--- config.mk ---
export PLATFORM = sky130hd
export DESIGN_NAME = endian_lane_adapter
export DESIGN_NICKNAME = d
export VERILOG_FILES = /design/src/rtl/endian_lane_adapter.sv
export SDC_FILE = /design/constraint.sdc
export NUM_CORES = 1
export LEC_CHECK = 0
export BUFFER_PORTS_ARGS = -buffer_cell sky130_fd_sc_hd__buf_2
export CAP_MARGIN = 20
export CORE_AREA = 2 2 110 112
export CTS_BUF_LIST = sky130_fd_sc_hd__clkbuf_4 sky130_fd_sc_hd__clkbuf_8
export DETAILED_ROUTE_END_ITERATION = 6
export DIE_AREA = 0 0 112 114
export PLACE_DENSITY = 0.58
export SLEW_MARGIN = 20
export SYNTH_ARGS = -nofsm -noshare
export SYNTH_HDL_FRONTEND = slang
export SYNTH_SLANG_ARGS = --single-unit
--- constraint.sdc ---
create_clock -name clk -period 1.8 [get_ports clk]
set_input_delay 0.09 -clock clk [delete_from_list [all_inputs] [get_ports clk]]
set_output_delay 0.09 -clock clk [all_outputs]
set_load 0.02 [all_outputs]
--- src/rtl/endian_lane_adapter.sv ---
module endian_lane_adapter #(
  parameter logic [31:0] CTRL_BASE      = 32'hE000E000,
  parameter int          CTRL_SPAN_LOG2 = 12
) (
  input  logic        clk,
  input  logic        rst_n,
  input  logic        big_end_sel,
  input  logic        req_valid,
  input  logic        req_fetch,
  input  logic        req_write,
  input  logic [1:0]  req_size,
  input  logic [31:0] req_addr,
  input  logic [31:0] req_wdata,
  output logic [31:0] req_rdata,
  output logic        req_misalign,
  output logic        bus_valid,
  output logic        bus_write,
  output logic [31:0] bus_addr,
  output logic [3:0]  bus_strb,
  output logic [31:0] bus_wdata,
  input  logic [31:0] bus_rdata
);

  localparam logic [1:0] SZ_BYTE = 2'd0;
  localparam logic [1:0] SZ_HALF = 2'd1;
  localparam logic [1:0] SZ_WORD = 2'd2;

  logic mode_q;

  always_ff @(posedge clk)
    if (!rst_n) mode_q <= big_end_sel;

  function automatic logic [31:0] rev4(input logic [31:0] v);
    return {v[7:0], v[15:8], v[23:16], v[31:24]};
  endfunction

  logic [1:0]  off;
  logic        in_ctrl, swap, bad, fwd;
  logic [31:0] prep, rsh;
  logic [3:0]  base_strb;

  assign off     = req_addr[1:0];
  assign in_ctrl = req_addr[31:CTRL_SPAN_LOG2] == CTRL_BASE[31:CTRL_SPAN_LOG2];
  assign swap    = mode_q & ~req_fetch & ~in_ctrl;

  assign bad = (req_size == SZ_HALF && off[0]) ||
               (req_size == SZ_WORD && off != 2'd0) ||
               (req_size == 2'd3);
  assign fwd = req_valid & ~bad;

  assign req_misalign = req_valid & bad;
  assign bus_valid    = fwd;
  assign bus_write    = fwd & req_write;
  assign bus_addr     = {req_addr[31:2], 2'b00};

  always_comb begin
    case (req_size)
      SZ_BYTE: begin
        base_strb = 4'b0001;
        prep      = {24'd0, req_wdata[7:0]};
      end
      SZ_HALF: begin
        base_strb = 4'b0011;
        prep      = swap ? {16'd0, req_wdata[7:0], req_wdata[15:8]}
                         : {16'd0, req_wdata[15:0]};
      end
      default: begin
        base_strb = 4'b1111;
        prep      = swap ? rev4(req_wdata) : req_wdata;
      end
    endcase
  end

  assign bus_strb  = fwd ? (base_strb << off) : 4'd0;
  assign bus_wdata = (fwd & req_write) ? (prep << {off, 3'b000}) : 32'd0;

  assign rsh = bus_rdata >> {off, 3'b000};

  always_comb begin
    case (req_size)
      SZ_BYTE: req_rdata = {24'd0, rsh[7:0]};
      SZ_HALF: req_rdata = swap ? {16'd0, rsh[7:0], rsh[15:8]} : {16'd0, rsh[15:0]};
      default: req_rdata = swap ? rev4(rsh) : rsh;
    endcase
  end

endmodule

# After elaboration in Yosys (flattened, before gate mapping)
# Index checks and enable logic that the tools add are counted.
[word_totals]
regBits = 1
inputBits = 104
output_inout_bits = 103
wordCells = 31
[op_classes]
n_eq_ne = 4
shift = 3
mux = 9
n_bitwise = 8
n_reduce_logical = 6
[op_table]
columns = ["op", "n"]
rows = [
  ["32-bit one-hot mux with 2 select lines", 2],
  ["32-bit 2-to-1 mux", 3],
  ["16-bit 2-to-1 mux", 2],
  ["32-bit by 5-bit left shift with 32-bit output", 1],
  ["32-bit by 5-bit >> shifter with 32-bit output", 1],
  ["20-bit equality test (second input constant)", 1],
  ["4-bit one-hot mux with 2 select lines", 1],
  ["1-bit bitwise AND", 5],
  ["2-bit equality test (second input constant)", 2],
  ["4-bit 2-to-1 mux", 1],
  ["4-bit by 2-bit left shift with 4-bit output", 1],
  ["1-bit NOT", 3],
  ["2-bit by 1-bit equality test with 1-bit output (second input constant)", 1],
  ["1-bit logical AND", 2],
  ["2-bit zero test", 1],
  ["1-bit logical OR", 2],
  ["2-bit nonzero test", 1],
]

# Longest topological paths before layout
[depth]
ltp_word = 8
ltp_mapped = 9

# Least setup slack after synthesis
# No wires, ideal clock.
[synth_path]
path_type = "input to output"
start = "input port req_addr[18]"
end = "output port bus_wdata[29]"
arrival_ns = 2.298
path_slack_ns = -0.588
stages = 7
path_buffers = 2
path_cell_list = "or4_4 > or3_1 > buf_2 > o21ai_4 > buf_4 > a311oi_1 > nor4_1"
[synth_via]
elab_chain_len = 7
word_cells_on_any_way = 8
[synth_lines]
columns = ["element", "line_no", "source"]
rows = [
  ["start: declaration", "12", "input logic [31:0] req_addr,"],
  ["20-bit equality test (*)", "43", "assign in_ctrl = req_addr[31:CTRL_SPAN_LOG2] == CTRL_BASE[31:CTRL_SPAN_LOG2];"],
  ["1-bit NOT (*)", "44", "assign swap = mode_q & ~req_fetch & ~in_ctrl;"],
  ["1-bit bitwise AND (*)", "44", ""],
  ["32-bit 2-to-1 mux / 16-bit 2-to-1 mux (equally long branches)", "69, 64", ""],
  ["32-bit one-hot mux with 2 select lines (*)", "57", "case (req_size)"],
  ["32-bit by 5-bit left shift with 32-bit output (*)", "75", "assign bus_wdata = (fwd & req_write) ? (prep << {off, 3'b000}) : 32'd0;"],
  ["32-bit 2-to-1 mux (*)", "75", ""],
  ["end: declaration", "20", "output logic [31:0] bus_wdata,"],
]
# Mark *: on every way between the ends. The rest lies on a longest branch, timed or not.

# Final worst setup path
[layout_path]
start = "input port req_addr[22]"
end = "output port bus_wdata[23]"
# The elaborated chain is that of the path after synthesis.

==> impl_metrics.csv <==
group,metric,value,unit
floorplanning,core,11700,sq um
run,drv.max_cap_violation_count,0,
logic_synthesis,postSynthRegisterBits,1,
worst_setup_path,path_class,"in -> out",
logic_synthesis,synth.cell_area,3400,sq um
global_routing,vias_in_the_first_global_route,5633,
global_routing,grt_pass1_wl,28.6,mm
detailed_routing,via_per_inst,6.07,
detailed_routing,ant_nets_after_route,0,
detailed_routing,wl_per_cell,20.1,um
floorplanning,die-area,12800,sq um
floorplanning,die_height,114,um
detailed_routing,detailroute.via_count,5831,
logic_synthesis,post_synth_cell_types,52,
logic_synthesis,synthArstFlopShare,0,%
finish,design_area,6720,sq um
finish,most-common-layout-cells,"sky130_fd_sc_hd__buf_4, sky130_fd_sc_hd__buf_2, sky130_fd_sc_hd__buf_6",
detailed_routing,detail_route.drc_violations,0,
worst_setup_path,cp_cell_sequence,"buf_6 > or4b_4 > buf_6 > nor3_4 > buf_6 > clkbuf_16 > o32a_1 > nand4_1 > a31oi_2 > buf_4",
worst_setup_path,cpMostUsedCell,"sky130_fd_sc_hd__buf_6",
global_routing,pin_count_of_the_biggest_net_entering_global_routing,35,
finish,flow.area_growth_from_synthesis,97.6,%
detailed_routing,top_routing_layer_used,"met4",
sta,timing.final.setup_violations,64,
global_routing,overflow,0,
worst_hold_path,hold_path_class,"in -> out",
pwr,power_leakage,2.82,nW
pwr,report.power.total,0.00180,W
finish,top_regs,"mode_q (1)",
placement,place_hpwl,13.8,mm
worst_setup_path,critPathSlowestCell,"sky130_fd_sc_hd__or4b_4",
worst_setup_path,worst-path-max-fanout,6,
sta,layout_setup_ws,-0.524,ns
sta,fin_crit_sh,129,%
worst_setup_path,worst_setup_path_start_kind,"primary input",
floorplanning,floorplan.rows,40,
floorplanning,initial_utilization,29.0,%
sta,final_max_slew_viol_count,0,
finish,layout_commonest_cell,"sky130_fd_sc_hd__buf_4",
logic_synthesis,synth-edff-count,1,
logic_synthesis,synth-main-ff-cell,"sky130_fd_sc_hd__edfxtp_1",
logic_synthesis,synth_sequential_area_ratio,0.883,%
worst_setup_path,slowest_delay,0.54,ns
detailed_routing,drtIter0Drc,591,
worst_setup_path,path_delay_family,"simple AND/OR/NAND/NOR gates",
detailed_routing,drt_pre_antenna_iters,6,
status,status,"finished, violations left",
finish,drive_gt1_share,58.8,%
placement,portBuffers,184,
logic_synthesis,syn_area_per_cell,6.15,sq um
logic_synthesis,synthesis.yosys.warnings,0,
global_routing,initial_antenna_violation_count,0,
finish,filler_cell_count,1057,
sta,grt_setup_unrepaired,"true",
worst_setup_path,crit_required,1.71,ns
sta,finalSetupTns,-24.63,ns
finish,final_nets,919,
sta,worst-slew-pin-transition,0.568,ns
placement,pre_cts_slack,-0.580,ns
finish,largest_register_ff_count,1,
detailed_routing,detailroute.wirelength.met2,9.27,mm
placement,post_dp_cell_area,5580,sq um
worst_setup_path,setup.worst_path.end_class,"primary output",
global_routing,globalRouteTotalUtil,27.2,%
finish,largest_register,"mode_q",
finish,num_antenna_cells,0,
logic_synthesis,synth_cells,553,
sta,max-slew-margin-rel,62.2,%
sta,timing.final.hold_violations,0,
floorplanning,die_width,112,um
detailed_routing,met1Wirelength,7.91,mm
sta,layout_min_cycle_time,2.32,ns
worst_setup_path,critical_path_buf_inv_count,5,
sta,fmax,430,MHz
floorplanning,boundary_pins,207,
pwr,vdd_ir_drop_max,0.202,mV
placement,gp_congestion,0.943,
sta,fin_worst_hold_slack,0.180,ns
pwr,power_per_cell_area,268,nW/um^2
detailed_routing,finalWirelength,19.3,mm
detailed_routing,met3RoutedLength,1.50,mm
worst_setup_path,critPathArrivalTime,2.23,ns
status,failing_checks,"negative setup slack",
clock_network,post_cts_hold_buffer_count,0,
## synthesized netlist by cell type (all sizes together), types with 8 or more instances
| library cell | instances | area (sq um) |
|---|---|---|
| nand2 | 56 | 210 |
| nor2 | 57 | 214 |
| buf | 50 | 328 |
| and3 | 11 | 68.8 |
| a31oi | 25 | 156 |
| a21oi | 39 | 195 |
| nand3 | 15 | 75.1 |
| nor4 | 9 | 68.8 |
| a2bb2oi | 14 | 123 |
| mux2i | 27 | 270 |
| a211o | 14 | 123 |
| nor3 | 19 | 95.1 |
| a311oi | 8 | 70.1 |
| nand4 | 28 | 175 |
| o21ai | 30 | 161 |
| nor2b | 9 | 56.3 |
| a211oi | 30 | 225 |
| clkbuf | 36 | 135 |
## metal layers
metal	GRT usage, %	up-vias
met4	10.4	0
met5	0	-
met2	46.1	335
met1	35.7	2800
met3	2.76	54
li1	-	2642
## path summary, 6_finish.rpt
check	from	to	slack (ns)	cells past startpoint
worst min-delay path	req_addr[9]	bus_addr[9]	0.18	0
worst max-delay path	req_addr[22]	bus_wdata[23]	-0.52	10
## area by class of cell
| cell class | instances | area [sq um] | area share, % |
|---|---|---|---|
| Inverter | 8 | 30.0 | 0.447 |
| Timing Repair Buffer | 345 | 2750 | 40.8 |
| Sequential cell | 1 | 30.0 | 0.447 |
| Multi-Input combinational cell | 459 | 3730 | 55.5 |
| Tap cell | 147 | 184 | 2.74 |
## power by group
group / internal, W / switching [W] / leakage, nW
logic: 0.000789 / 0.000986 / 2.81
registers: 0.0000282 / 0.000000662 / 0.00979
clock network: 0 / 0 / 0
## logic make-up after synthesis
group / Yosys count / synth area share, %
buffers and inverters: 94 / 14.5
multiplexers: 34 / 10.3
AND/OR/NAND/NOR: 217 / 31.3
AO/OA/AOI/OAI: 205 / 42.6
other: 1 / 0.110
XOR/XNOR: 1 / 0.258
flip-flops: 1 / 0.883
## timing repair
action                                 CTS  global route
endpoints found under the hold margin    0             0
pin swaps                               53            48
setup endpoints to repair               64            64
setup buffers                           12            15
cloned                                   4             2
gates resized for setup                140            74
## per-stage QoR
stage          cells  utilization (%)
2_1_floorplan    554                -
3_3_place_gp     931             47.7
4_1_cts          946             53.4
3_5_place_dp     931             47.7
6_report         960             57.4
5_1_grt          960             57.4
No activity file was read; power rests on OpenSTA's default activity.
